File: src/rtl/eint_pkg.sv
package eint_pkg;
  // flag vector layout
  localparam int SRC_A = 0;
  localparam int SRC_B = 1;
  localparam int SRC_D = 2;
  localparam int SRC_C = 3;
  localparam int SRC_K = 4;
  localparam int NSRC  = 5;
  localparam int NVEC  = 3;  // low bits that may produce vectored requests

  typedef enum logic {
    EDGE_RISE = 1'b0,
    EDGE_FALL = 1'b1
  } edge_pol_e;
endpackage

File: src/rtl/eint_sync.sv
module eint_sync #(
  parameter int STAGES = 2
) (
  input  logic clk,
  input  logic rst_n,
  input  logic d_i,
  output logic q_o
);
  generate
    if (STAGES == 0) begin : g_bypass
      assign q_o = d_i;
    end else begin : g_chain
      logic [STAGES-1:0] chain;
      always_ff @(posedge clk or negedge rst_n) begin
        if (!rst_n) chain <= '0;
        else        chain <= {chain[STAGES-2:0], d_i};
      end
      assign q_o = chain[STAGES-1];
    end
  endgenerate
endmodule

File: src/rtl/eint_filter.sv
module eint_filter #(
  parameter int LEN = 3
) (
  input  logic clk,
  input  logic rst_n,
  input  logic d_i,
  output logic lvl_o,
  output logic rise_o,
  output logic fall_o
);
  logic [LEN-1:0] smp;
  logic           all_hi;
  logic           all_lo;

  always_ff @(posedge clk or negedge rst_n) begin
    if (!rst_n) smp <= '0;
    else        smp <= {smp[LEN-2:0], d_i};
  end

  assign all_hi = &smp;
  assign all_lo = ~|smp;

  // transition pulses are valid in the cycle the new level is adopted
  assign rise_o = all_hi & ~lvl_o;
  assign fall_o = all_lo &  lvl_o;

  always_ff @(posedge clk or negedge rst_n) begin
    if (!rst_n)      lvl_o <= 1'b0;
    else if (all_hi) lvl_o <= 1'b1;
    else if (all_lo) lvl_o <= 1'b0;
  end
endmodule

File: src/rtl/eint_req_flag.sv
module eint_req_flag (
  input  logic clk,
  input  logic rst_n,
  input  logic set_i,
  input  logic clr_i,
  output logic q_o
);
  always_ff @(posedge clk or negedge rst_n) begin
    if (!rst_n)     q_o <= 1'b0;
    else if (set_i) q_o <= 1'b1;   // set wins over clear
    else if (clr_i) q_o <= 1'b0;
  end
endmodule

File: src/rtl/eint_edge_unit.sv
module eint_edge_unit
  import eint_pkg::*;
#(
  parameter int NKEY        = 4,
  parameter int FILT_LEN    = 3,
  parameter int SYNC_STAGES = 2
) (
  input  logic            clk,
  input  logic            rst_n,
  input  logic            pin_a,
  input  logic            pin_b,
  input  logic            pin_c,
  input  logic            pin_d,
  input  logic [NKEY-1:0] pin_key,
  input  logic            edge_sel_a,
  input  logic            edge_sel_b,
  input  logic [NVEC-1:0] irq_en,
  input  logic [NSRC-1:0] flag_clr,
  output logic [NSRC-1:0] flag_q,
  output logic [NVEC-1:0] irq_req
);
  logic            a_sync;
  logic            a_lvl, a_rise, a_fall;
  logic            b_lvl, b_rise, b_fall;
  logic            c_lvl, c_rise, c_fall;
  logic            d_lvl, d_rise, d_fall;
  logic [NKEY-1:0] k_lvl, k_rise, k_fall;
  logic [NSRC-1:0] evt;

  // only pin_a crosses a synchroniser; pin_b feeds its filter directly
  eint_sync #(.STAGES(SYNC_STAGES)) u_sync_a (
    .clk(clk), .rst_n(rst_n), .d_i(pin_a), .q_o(a_sync)
  );

  eint_filter #(.LEN(FILT_LEN)) u_filt_a (
    .clk(clk), .rst_n(rst_n), .d_i(a_sync),
    .lvl_o(a_lvl), .rise_o(a_rise), .fall_o(a_fall)
  );
  eint_filter #(.LEN(FILT_LEN)) u_filt_b (
    .clk(clk), .rst_n(rst_n), .d_i(pin_b),
    .lvl_o(b_lvl), .rise_o(b_rise), .fall_o(b_fall)
  );
  eint_filter #(.LEN(FILT_LEN)) u_filt_c (
    .clk(clk), .rst_n(rst_n), .d_i(pin_c),
    .lvl_o(c_lvl), .rise_o(c_rise), .fall_o(c_fall)
  );
  eint_filter #(.LEN(FILT_LEN)) u_filt_d (
    .clk(clk), .rst_n(rst_n), .d_i(pin_d),
    .lvl_o(d_lvl), .rise_o(d_rise), .fall_o(d_fall)
  );

  generate
    for (genvar k = 0; k < NKEY; k++) begin : g_key
      eint_filter #(.LEN(FILT_LEN)) u_filt_k (
        .clk(clk), .rst_n(rst_n), .d_i(pin_key[k]),
        .lvl_o(k_lvl[k]), .rise_o(k_rise[k]), .fall_o(k_fall[k])
      );
    end
  endgenerate

  // per-source event qualification
  always_comb begin
    evt        = '0;
    evt[SRC_A] = (edge_pol_e'(edge_sel_a) == EDGE_FALL) ? a_fall : a_rise;
    evt[SRC_B] = (edge_pol_e'(edge_sel_b) == EDGE_FALL) ? b_fall : b_rise;
    evt[SRC_D] = d_rise | d_fall;
    evt[SRC_C] = c_rise;
    evt[SRC_K] = |k_fall;
  end

  generate
    for (genvar s = 0; s < NSRC; s++) begin : g_flag
      eint_req_flag u_flag (
        .clk(clk), .rst_n(rst_n),
        .set_i(evt[s]), .clr_i(flag_clr[s]), .q_o(flag_q[s])
      );
    end
  endgenerate

  assign irq_req = flag_q[NVEC-1:0] & irq_en;

  // levels and unused polarities are kept for observability only
  logic unused_ok;
  assign unused_ok = ^{a_lvl, b_lvl, c_lvl, d_lvl, k_lvl, c_fall, k_rise};
endmodule

File: config.mk
export PLATFORM = sky130hd
export DESIGN_NAME = eint_edge_unit
export DESIGN_NICKNAME = d
export VERILOG_FILES = /design/src/rtl/eint_pkg.sv /design/src/rtl/eint_sync.sv /design/src/rtl/eint_filter.sv /design/src/rtl/eint_req_flag.sv /design/src/rtl/eint_edge_unit.sv
export SDC_FILE = /design/constraint.sdc
export NUM_CORES = 1
export LEC_CHECK = 0
export ABC_AREA = 1
export BUFFER_PORTS_ARGS = -buffer_cell sky130_fd_sc_hd__buf_4
export CAP_MARGIN = 20
export CORE_MARGIN = 2
export CORE_UTILIZATION = 25
export DETAILED_ROUTE_END_ITERATION = 16
export MAX_ROUTING_LAYER = met4
export PLACE_DENSITY_LB_ADDON = 0.1
export SLEW_MARGIN = 20
export SYNTH_ARGS = -nofsm -noshare
export SYNTH_HDL_FRONTEND = slang
export SYNTH_SLANG_ARGS = --single-unit
File: constraint.sdc
create_clock -name clk -period 1.5 [get_ports clk]
set_input_delay 0.075 -clock clk [delete_from_list [all_inputs] [get_ports clk]]
set_output_delay 0.075 -clock clk [all_outputs]
set_load 0.1 [all_outputs]
* After elaboration in Yosys (flattened, before gate mapping)
Index checks and enable logic that the tools add are counted.
Operators by class: multiplexer cells 28, reduce and logical (&&, ||, !) cells 29, equality and inequality tests 8, bitwise logic cells 17
Operator list (count):
- 2-to-1 mux 1 bit | 28
- AND reduction 3 bit | 8
- OR reduction 3 bit | 8
- inequality test 2 x 1 -> 1 bit, second input constant | 8
- bitwise AND 1 bit | 11
- nonzero test 2 bit | 5
- zero test 1 bit | 7
- inverter 1 bit | 4
- OR reduction 4 bit | 1
- bitwise AND 3 bit | 1
- OR 1 bit | 1
Storage, ports and cells: input bits 20, register bits 39, output and inout port bits 8

* Logic depth before layout (Yosys ltp)
Gate-level depths: netlist (run 1).
word-level depth 5, gate-level depth with buffers 5, gate-level depth less buffers 5

* By module
From an unflattened synthesis (run 1), not the netlist that was laid out.
Unflattened totals: cells, all modules 157, area, all modules 1431.4 um^2
By module, submodules not included:
- eint_filter | cells each 14, times used 8, area an instance 138.9 um^2, seq. area each 100.1 um^2
- eint_req_flag | cells each 5, times used 5, area an instance 40.0 um^2, seq. area each 25.0 um^2
- eint_edge_unit | cells each 18, times used 1, area an instance 70.1 um^2, seq. area each 0.0 um^2
- eint_sync | cells each 2, times used 1, area an instance 50.0 um^2, seq. area each 50.0 um^2

* Worst setup path after synthesis (run 1)
No wires, ideal clock.
path type flip-flop to output port, start point register g_flag[2].u_flag.q_o, end point output irq_req[2], slack 449 ps, data required time 1425 ps, cell stages (with the launch flop) 3, arrival time 976 ps, cell sequence dfrtp_1 > nand2_1 > inv_1
On the way: cells in the longest elaborated chain, start to end 1
RTL lines:
- from (decl) | line eint_req_flag.sv:6 | output logic q_o
- from (signal assigned) | line eint_req_flag.sv:9 | if (!rst_n) q_o <= 1'b0;
- from (signal assigned) | line eint_req_flag.sv:10 | else if (set_i) q_o <= 1'b1;
- from (signal assigned) | line eint_req_flag.sv:11 | else if (clr_i) q_o <= 1'b0;
- bitwise AND 3 bit | line eint_edge_unit.sv:80 | assign irq_req = flag_q[NVEC-1:0] & irq_en;
- to (decl) | line eint_edge_unit.sv:20 | output logic [NVEC-1:0] irq_req
No other way between the ends.

* Worst setup path in the final report (run 1)
start point register g_flag[0].u_flag.q_o, end point output irq_req[0]
On the way: cells in the longest elaborated chain, start to end 1
RTL lines (line):
- from (decl) | eint_req_flag.sv:6
- from (signal assigned) | eint_req_flag.sv:9
- from (signal assigned) | eint_req_flag.sv:10
- from (signal assigned) | eint_req_flag.sv:11
- bitwise AND 3 bit | eint_edge_unit.sv:80
No other way between the ends.

==> results of run 1 <==
## synth_stat cells
master     n  area, µm²
a21oi_1    1       5.00
nor3_1     1       5.00
o21ai_0    5       25.0
nor3_2     1       10.0
buf_4      5       37.5
nor2_1    15       56.3
nand2_1   24       90.1
o22ai_1    1       6.26
nand3_1    7       35.0
o211ai_1   2       15.0
dfrtp_1   39        976
nand4_1    3       18.8
a21o_1     1       7.51
inv_1     25       93.8
## worst max-delay path, cell delays in order (launching register included)
cell	delay, ns
dfrtp_1	0.37
nand2_1	0.06
inv_1	0.05
buf_4	0.27
## flip-flops by register name, indices dropped and copies added (netlist names), 2 cells and up
register / flops
g_key.u_filt_k.smp: 12
g_key.u_filt_k.lvl_o: 4
u_filt_a.smp: 3
u_filt_c.smp: 3
g_flag.u_flag.q_o: 5
u_filt_b.smp: 3
u_sync_a.g_chain.chain: 2
u_filt_d.smp: 3
## timing repair
item                                   in CTS  in global routing
hold buffers                               12                  0
buffers inserted                            0                  0
endpoints found under the hold margin      50                  0
## metrics by stage
| stage | hold WS [ns] | instance area, µm² | utilization | std cells |
|---|---|---|---|---|
| after CTS | 0.0418 | 1860 | 0.344 | 243 |
| after detailed placement | 0.0799 | 1640 | 0.303 | 224 |
| after global routing | 0.0550 | 1860 | 0.344 | 243 |
| after floorplan | -0.221 | 1380 | - | 130 |
| final | 0.0497 | 1860 | 0.344 | 243 |
| after global placement | 0.0672 | 1640 | 0.303 | 224 |
## kinds of logic after synthesis
| logic type | count (synthesis) | share of synthesized area |
|---|---|---|
| AOI/OAI and AO/OA | 10 | 0.0426 |
| and+or+nand+nor | 51 | 0.156 |
| buffers and inverters | 30 | 0.0951 |
| DFF | 39 | 0.707 |
## power by group through the flow
stage / combinational [mW] / clock [mW] / sequential (mW)
5_1_grt: 0.388 / 0.918 / 1.20
2_1_floorplan: 0.256 / 0 / 1.19
3_5_place_dp: 0.337 / 0 / 1.21
3_3_place_gp: 0.332 / 0 / 1.20
4_1_cts: 0.362 / 0.865 / 1.19
6_report: 0.355 / 0.824 / 1.18
## final cells by class
class	instances	area, µm²	area share
clock buffer	6	72.6	0.0390
inverter	25	93.8	0.0505
clock inverter	1	30.0	0.0162
tap	72	90.1	0.0485
multi-input combinational	61	274	0.147
sequential	39	976	0.525
timing repair buffer	39	323	0.174
## routing by layer
metal / track usage / vias up
li1: - / 473
met1: 0.0912 / 439
met2: 0.131 / 14
met3: 0.0402 / 6
met4: 0.0421 / 0
met5: - / -
## worst max-delay path by stage
stage	start	end	slack (ns)	cells after the start
floorplan	g_flag[2].u_flag.q_o	irq_req[2]	0.45	2
global placement	g_key[3].u_filt_k.smp[1]	g_flag[4].u_flag.q_o	0.69	5
detailed placement	u_filt_d.smp[2]	u_filt_d.lvl_o	0.66	3
CTS	g_flag[0].u_flag.q_o	irq_req[0]	0.35	3
global route	g_flag[2].u_flag.q_o	irq_req[2]	0.29	3
finish	g_flag[0].u_flag.q_o	irq_req[0]	0.39	3
==> reports/metrics.cfg, run 1 <==
[global_route]
grt_pass1_wl_um=3860
gr-usage-all-layers=0.0846
grt_overflow=0
antenna_found_initial=0
grt_pass1_vias=894
grt_max_degree=40

[cells_and_area]
most-common-layout-cells=39 x dfrtp_1, 27 x buf_4, 25 x inv_1
nets=191
synthToLayoutAreaGrowth_pct=34.6
fillCellCount=567
final_common_cell=dfrtp_1
drive_gt1_frac=0.199
antenna-diode-count=0

[synthesis]
synth_cells=130
synth.avg_cell_area_um2=10.6
ys_types=14
ys_warn_count=0
yosysSeqAreaShare=0.707
synthesis.nets=150
ys_ff_latch=39
syn-cell-area_um2=1380

[min_path]
min_path_type=input port to flip-flop
worstHoldEndpoint=g_flag[2].u_flag.q_o
min_path_cells=4
hp-start=flag_clr[2]

[placement]
pre_cts_ws_ns=0.656
io_buffers=27
place_hpwl_um=1440
gp_congestion=0.653

[power]
swShare=0.264
p_sw_uw=624
pwr-share-clk=0.348
p_int_mw=1.74
combPwrFrac=0.150
p_leak_nw=0.946
power_frac_seq=0.501
power_density_nw_per_um2=1270
peakVddDrop_v=0.000528
total_power_mw=2.36

[worst_setup_path]
cp.arrival_ns=1.04
crit_path_end_kind=primary output
r2r-end=u_filt_d.lvl_o
critPathLaunchType=flip-flop
required_ns=1.42
rr_startpoint=u_filt_d.smp[2]
path_max_fanout=3
reg2reg_depth=3
rrSetupSlack_ns=0.65
crit_type=flip-flop to primary output

[run_status]
status=finished, final reports clean

[clock_tree]
numCtsBuffers=5
htreeDepth=2
cts.sink_count=39
cts_tree=built
root_buffer=clkbuf_8
clk_pin_slew_ns=0.07
clock_latency_ns=0.28
cts_buffer_depth=2
cts_resized=0

[sta]
finalCriticalPeriod_ns=1.11
grt_setup_unrepaired=false
period_share=0.742
finalHoldViolCount=0
clock.fmax_ghz=0.899
layout_setup_ws_ns=0.388
slew_headroom=0.679
fin_tns_setup_ns=0
skew_ns=0.00598
tightest_slew_ns=0.481
setup-violations-final=0
finalMaxSlewViolations=0

[detailed_routing]
dr_wl_met2_um=1040
postRouteWirelength_um=2070
route.met3.wl_um=112
met1_length_um=879
wl_per_cell_um=8.53
route.vias.total=932
topRoutingLayerUsed=met4
antenna_left=0
drt_iter0_drc=32
vias_per_cell=3.84
drc=0
drtPass1Iterations=4

[die]
die_h_um=78.3
floorplan.initialDensity=0.256
core_area_um2=5410
rows=27
boundaryPins=28
die_w_um=78.3
die-area_um2=6140

[job]
drv_cap=0

(Power assumes the default switching activity.)
==> run 2, diff against run 1 <==
--- a/config.mk
+++ b/config.mk
@@ -5,7 +5,7 @@
 export SDC_FILE = /design/constraint.sdc
 export NUM_CORES = 1
 export LEC_CHECK = 0
-export ABC_AREA = 1
+export ABC_AREA = 0
 export BUFFER_PORTS_ARGS = -buffer_cell sky130_fd_sc_hd__buf_4
 export CAP_MARGIN = 20
 export CORE_MARGIN = 2
==> constraint.sdc (replaced) <==
create_clock -name clk -period 1.07 [get_ports clk]
set_input_delay 0.0535 -clock clk [delete_from_list [all_inputs] [get_ports clk]]
set_output_delay 0.0535 -clock clk [all_outputs]
set_load 0.1 [all_outputs]
==> reports/metrics.cfg, run 2 <==
[run_status]
status=finished, final reports clean  ; unchanged

[cells_and_area]
top_register=g_key.u_filt_k.smp  ; unchanged
drive_gt1_frac=0.311  ; was 0.199
reg_top3=g_key.u_filt_k.smp (12), g_flag.u_flag.q_o (5), g_key.u_filt_k.lvl_o (4)  ; unchanged
final_common_cell=dfrtp_1  ; unchanged
multi_input_area_um2=348  ; was 274 µm²
most-common-layout-cells=39 x dfrtp_1, 28 x buf_4, 16 x o21ai_0  ; was 39 x dfrtp_1, 27 x buf_4, 25 x inv_1
seq_area_um2=976  ; unchanged
final_util=0.378  ; was 0.344
nets=170  ; was 191
synthToLayoutAreaGrowth_pct=44.3  ; was 34.6%
largest_reg_flops=12  ; unchanged
fillCellCount=515  ; was 567
antenna-diode-count=0  ; unchanged
final_area_um2=1940  ; was 1860 µm²

[clock_tree]
root_buffer=clkbuf_8  ; unchanged
clk_pin_slew_ns=0.08  ; was 0.07 ns
cts_buffer_depth=2  ; unchanged
clock_latency_ns=0.28  ; about the same
cts_tree=built  ; unchanged
numCtsBuffers=5  ; unchanged
cts.sink_count=39  ; unchanged
htreeDepth=2  ; unchanged

[die]
die_w_um=77.4  ; was 78.3 µm
die-area_um2=5990  ; was 6140 µm²
core_area_um2=5140  ; was 5410 µm²
rows=26  ; was 27
floorplan.initialDensity=0.262  ; was 0.256
die_h_um=77.4  ; was 78.3 µm
boundaryPins=28  ; unchanged

[power]
p_sw_uw=907  ; was 624 µW
power_density_nw_per_um2=1630  ; was 1270 nW/µm²
p_int_mw=2.26  ; was 1.74 mW
power_frac_seq=0.527  ; was 0.501
swShare=0.286  ; was 0.264
total_power_mw=3.17  ; was 2.36 mW
combPwrFrac=0.173  ; was 0.150
p_leak_nw=0.871  ; was 0.946 nW
peakVddDrop_v=0.000733  ; was 0.000528 V
pwr-share-clk=0.301  ; was 0.348

[global_route]
grt_overflow=0  ; unchanged
grt_pass1_wl_um=4140  ; was 3860 µm
grt_pass1_vias=937  ; was 894
grt_max_degree=40  ; unchanged
gr-usage-all-layers=0.0919  ; was 0.0846
antenna_found_initial=0  ; unchanged

[synthesis]
synth.area.mux_share=0  ; unchanged
ys_ff_latch=39  ; unchanged
yosysSeqAreaShare=0.725  ; was 0.707
synthXorXnorAreaFrac=0  ; unchanged
synthSimpleGateAreaFrac=0.0706  ; was 0.156
ys_warn_count=0  ; unchanged
synth-edff-count=0  ; unchanged
syn-cell-area_um2=1350  ; was 1380 µm²
synthTopCellsByArea=dfrtp_1 72%, o21ai_0 5.9%, inv_1 3.1%  ; was dfrtp_1 71%, inv_1 6.8%, nand2_1 6.5%
ys_types=17  ; was 14
synth-adder-area-share=0  ; unchanged
ys.flop_type=dfrtp_1  ; unchanged
yosysMostFrequentCell=dfrtp_1  ; unchanged
synthTopCellsByCount=39 x dfrtp_1, 16 x o21ai_0, 11 x inv_1  ; was 39 x dfrtp_1, 25 x inv_1, 24 x nand2_1
synth_top_area_cell=dfrtp_1  ; unchanged
synth-compound-area-share=0.146  ; was 0.0426
synth-async-reset-ratio=1.00  ; unchanged
synthesis.nets=124  ; was 150
synth.avg_cell_area_um2=12.9  ; was 10.6 µm²
synth_cells=104  ; was 130
synth_top_family_by_area=compound AO/OA/AOI/OAI gates  ; was simple AND/OR/NAND/NOR gates
synth_top_cell_area_share=0.725  ; was 0.707

[placement]
io_buffers=27  ; unchanged
dpl_cell_area_um2=1640  ; about the same
gp_congestion=0.619  ; was 0.653
pre_cts_ws_ns=-0.0494  ; was 0.656 ns
place_hpwl_um=1530  ; was 1440 µm

[worst_setup_path]
path_max_fanout=2  ; was 3
cp.arrival_ns=1.22  ; was 1.04 ns
required_ns=1.23  ; was 1.42 ns
crit_path_end_kind=flip-flop  ; was primary output
critPathLaunchType=flip-flop  ; unchanged
crit_type=flip-flop to flip-flop  ; was flip-flop to primary output

[detailed_routing]
wl_per_cell_um=10.1  ; was 8.53 µm
route.vias.total=934  ; was 932
vias_per_cell=4.23  ; was 3.84
antenna_left=0  ; unchanged
postRouteWirelength_um=2230  ; was 2070 µm
drtPass1Iterations=4  ; unchanged
drc=0  ; unchanged
drt_iter0_drc=38  ; was 32

[sta]
finalMaxSlewViolations=0  ; unchanged
slew_headroom=0.679  ; about the same
finalHoldViolCount=0  ; unchanged
period_share=0.991
tightest_slew_ns=0.481  ; about the same
clock.fmax_ghz=0.943
skew_ns=0.00279  ; was 0.00598 ns
layout_setup_ws_ns=0.00977  ; was 0.388 ns
finalCriticalPeriod_ns=1.06
setup-violations-final=0  ; unchanged
fin_tns_setup_ns=0  ; unchanged
grt_setup_unrepaired=true  ; was false

[job]
drv_cap=0  ; unchanged

[min_path]
min_path_type=input port to flip-flop  ; unchanged

-- run 2: cell count changes after synthesis, sizes merged, moves of 6 or more --
cell,previous run,this run
nand2,24,4
inv,25,11
nor2,15,3
o21ai,5,16
a21oi,1,8
nand3,7,1
-- run 2: cell type report --
class                           instances  area share
Inverter                               11      0.0212
Sequential cell                        39       0.502
Tap cell                               70      0.0451
Clock buffer                            5      0.0354
Multi-Input combinational cell         49       0.179
Timing Repair Buffer                   44       0.207
Clock inverter                          3      0.0103
-- run 2: per-stage QoR --
stage	cells	hold WS (ns)
floorplan	104	-0.242
global placement	201	0.0510
detailed placement	201	0.0545
CTS	221	0.0681
global route	221	0.106
finish	221	0.0845
-- run 2: kinds of logic after synthesis --
group | Yosys count
flip-flops | 39
AO/OA/AOI/OAI | 32
AND/OR/NAND/NOR | 17
buffers and inverters | 16
-- run 2: per-layer routing --
metal / part of all wire / GRT usage
met1: 0.42 / 0.103
met3: 0.061 / 0.0372
met2: 0.50 / 0.142
met4: 0.024 / 0.0482
met5: 0 / -
-- run 2: power by group through the flow --
stage	Clock (mW)	Sequential [mW]	Combinational, mW
after global routing	1.09	1.69	0.587
after global placement	0	1.68	0.458
after CTS	1.01	1.67	0.547
after floorplan	0	1.67	0.332
after detailed placement	0	1.69	0.467
final	0.952	1.67	0.547
-- run 2: critical path: stages (launching register included) --
cell and delay, ns:
dfrtp_1 0.38, nor4b_4 0.14, a2111oi_4 0.30, o41ai_1 0.11
-- run 2: final timing paths --
check | startpoint | to | slack, ns | depth (start not counted)
max | g_key[2].u_filt_k.lvl_o | g_flag[4].u_flag.q_o | 0.01 | 3
min | flag_clr[2] | g_flag[2].u_flag.q_o | 0.08 | 3
max reg2reg | g_key[2].u_filt_k.lvl_o | g_flag[4].u_flag.q_o | 0.01 | 3
min reg2reg | u_sync_a.g_chain.chain[1] | u_filt_a.smp[0] | 0.35 | 0
max in group asynchronous | rst_n | u_filt_c.lvl_o | 0.46 | 2
min in group asynchronous | rst_n | g_key[1].u_filt_k.smp[2] | 0.27 | 2
-- run 2: what timing repair did --
action	4_1_cts	5_1_grt
buffers inserted	1	0
hold buffers	12	0
endpoints found under the setup margin	4	5
pin swaps	2	0
hold endpoints to repair	50	0
cloned	0	0
gates resized for setup	17	2
==> run 3, diff against run 2 <==
--- a/config.mk
+++ b/config.mk
@@ -9,7 +9,7 @@
 export BUFFER_PORTS_ARGS = -buffer_cell sky130_fd_sc_hd__buf_4
 export CAP_MARGIN = 20
 export CORE_MARGIN = 2
-export CORE_UTILIZATION = 25
+export CORE_UTILIZATION = 40
 export DETAILED_ROUTE_END_ITERATION = 16
 export MAX_ROUTING_LAYER = met4
 export PLACE_DENSITY_LB_ADDON = 0.1
==> reports/metrics.cfg, run 3 (synthesis gave the netlist of run 2 again) <==
[run_status]
violations=setup timing
status=finished, violations left  ; was finished, final reports clean

[cells_and_area]
top_register=g_key.u_filt_k.smp  ; unchanged
reg_top3=g_key.u_filt_k.smp (12), g_flag.u_flag.q_o (5), g_key.u_filt_k.lvl_o (4)  ; unchanged
synthToLayoutAreaGrowth_pct=41.4  ; was 44.3%
largest_reg_flops=12  ; unchanged
antenna-diode-count=0  ; unchanged
final_cells=198  ; was 221
fillCellCount=288  ; was 515
final_util=0.579  ; was 0.378
nets=171  ; was 170
most-common-layout-cells=39 x dfrtp_1, 24 x buf_4, 16 x o21ai_0  ; was 39 x dfrtp_1, 28 x buf_4, 16 x o21ai_0
drive_gt1_frac=0.296  ; was 0.311
final_common_cell=dfrtp_1  ; unchanged

[clock_tree]
clk_pin_slew_ns=0.11  ; was 0.08 ns
cts_buffer_depth=2  ; unchanged
htreeDepth=2  ; unchanged
clock_latency_ns=0.33  ; was 0.28 ns
root_buffer=clkbuf_4  ; was clkbuf_8
numCtsBuffers=5  ; unchanged
cts.sink_count=39  ; unchanged
cts_tree=built  ; unchanged

[global_route]
grt_overflow=0  ; unchanged
antenna_found_initial=0  ; unchanged
gr-usage-all-layers=0.134  ; was 0.0919
grt_max_degree=40  ; unchanged
grt_pass1_wl_um=3460  ; was 4140 µm
grt_pass1_vias=859  ; was 937

[power]
total_power_mw=3.03  ; was 3.17 mW
p_leak_nw=0.874  ; was 0.871 nW
power_frac_seq=0.551  ; was 0.527
peakVddDrop_v=0.000910  ; was 0.000733 V
p_int_mw=2.20  ; was 2.26 mW
p_sw_uw=829  ; was 907 µW
combPwrFrac=0.182  ; was 0.173
pwr-share-clk=0.267  ; was 0.301
swShare=0.273  ; was 0.286
power_density_nw_per_um2=1590  ; was 1630 nW/µm²

[sta]
slew_headroom=0.693  ; was 0.679
clock.fmax_ghz=0.879  ; was 0.943 GHz
grt_setup_unrepaired=true  ; unchanged
tightest_slew_ns=0.460  ; was 0.481 ns
finalHoldViolCount=0  ; unchanged
period_share=1.06  ; was 0.991
finalCriticalPeriod_ns=1.14  ; was 1.06 ns
finalMaxSlewViolations=0  ; unchanged
fin_tns_setup_ns=-0.166  ; was 0 ns
setup-violations-final=4  ; was 0
layout_setup_ws_ns=-0.0677  ; was 0.00977 ns
skew_ns=0.00711  ; was 0.00279 ns
timing.hold.ws_ns=0.0317  ; was 0.0845 ns

[placement]
dp_cells=175  ; was 201
gp_congestion=0.696  ; was 0.619
io_buffers=27  ; unchanged
place_hpwl_um=1420  ; was 1530 µm

[worst_setup_path]
r2r-end=g_flag[4].u_flag.q_o  ; unchanged
rrSetupSlack_ns=-0.03  ; was 0.01 ns
crit_type=flip-flop to primary output  ; was flip-flop to flip-flop
reg2reg_depth=3  ; unchanged
path_delay_family=flip-flops  ; was compound AO/OA/AOI/OAI gates
cp.arrival_ns=1.08  ; was 1.22 ns
critPathSlowestCell=dfrtp_1  ; unchanged
crit_chain=and2_4 -> buf_12  ; was nor4b_4 -> a2111oi_4 -> o41ai_1
crit_path_max_incr_delay_ns=0.41  ; was 0.38 ns
critPathLaunchType=flip-flop  ; unchanged
cp_num_buf_inv=1  ; was 0
crit_path_end_kind=primary output  ; was flip-flop
required_ns=1.02  ; was 1.23 ns
path_max_fanout=3  ; was 2
rr_startpoint=g_key[1].u_filt_k.lvl_o  ; was g_key[2].u_filt_k.lvl_o

[min_path]
min_path_type=input port to flip-flop  ; unchanged
min_path_cells=4  ; was 3
hp-start=flag_clr[4]  ; was flag_clr[2]
worstHoldEndpoint=g_flag[4].u_flag.q_o  ; was g_flag[2].u_flag.q_o

[die]
core_area_um2=3280  ; was 5140 µm²
die_w_um=62.0  ; was 77.4 µm
floorplan.initialDensity=0.410  ; was 0.262
rows=21  ; was 26
die-area_um2=3850  ; was 5990 µm²
boundaryPins=28  ; unchanged
die_h_um=62.0  ; was 77.4 µm

[detailed_routing]
vias_per_cell=4.63  ; was 4.23
route.vias.total=917  ; was 934
wl_per_cell_um=10.9  ; was 10.1 µm
antenna_left=0  ; unchanged
postRouteWirelength_um=2170  ; was 2230 µm
drt_iter0_drc=18  ; was 38
drtPass1Iterations=3  ; was 4
drc=0  ; unchanged

[job]
drv_cap=0  ; unchanged

[run 3: cell count changes in the layout (fill, tap and decap cells not counted), moves of 2 or more]
cell,change
clkbuf_4,+5
buf_6,+3
buf_4,-4
clkinvlp_4,-2
clkbuf_8,-3
[run 3: final cells by class]
type	count	area, µm²	area share
inverters	11	41.3	0.0217
multi-input cells	49	329	0.173
well taps	46	57.6	0.0302
clock buffers	8	68.8	0.0362
flip-flops and latches	39	976	0.513
repair buffers	45	430	0.226
[run 3: worst min-delay path: cells and delay by family]
family                 cells  cell delay [ns]
buffers and inverters      2             0.17
AOI/OAI and AO/OA          2             0.12
[run 3: repair_timing]
item	in CTS	in global routing
endpoints found under the setup margin	7	8
hold buffers	13	0
buffers inserted	1	1
pin swaps	2	1
gates cloned	0	0
hold endpoints to repair	51	0
gates resized for setup	15	7
[run 3: per-layer routing]
| layer | routed length, µm | track usage |
|---|---|---|
| met1 | 898 | 0.148 |
| met2 | 1110 | 0.204 |
| met3 | 117 | 0.0621 |
| met4 | 43 | 0.0638 |
| met5 | 0 | - |
[run 3: power groups by stage]
stage / combinational (mW) / sequential (mW) / clock (mW)
after floorplan: 0.332 / 1.67 / 0
after global routing: 0.593 / 1.69 / 0.910
after global placement: 0.446 / 1.68 / 0
final: 0.550 / 1.67 / 0.809
after detailed placement: 0.456 / 1.69 / 0
after CTS: 0.535 / 1.67 / 0.849
[run 3: how the worst max path moves through the flow]
stage,startpoint,endpoint,slack [ns],cells after the start
floorplan,g_key[1].u_filt_k.lvl_o,g_flag[4].u_flag.q_o,0.02,3
global placement,g_key[1].u_filt_k.lvl_o,g_flag[4].u_flag.q_o,-0.009,3
detailed placement,g_key[1].u_filt_k.lvl_o,g_flag[4].u_flag.q_o,-0.04,3
CTS,g_flag[2].u_flag.q_o,irq_req[2],-0.05,2
global route,g_key[1].u_filt_k.lvl_o,g_flag[4].u_flag.q_o,-0.14,3
finish,g_flag[2].u_flag.q_o,irq_req[2],-0.07,2
[run 3: stage by stage]
stage	setup slack [ns]	instance area (µm²)
2_1_floorplan	0.0160	1350
3_3_place_gp	-0.00934	1600
3_5_place_dp	-0.0377	1600
4_1_cts	-0.0532	1860
5_1_grt	-0.145	1900
6_report	-0.0677	1900
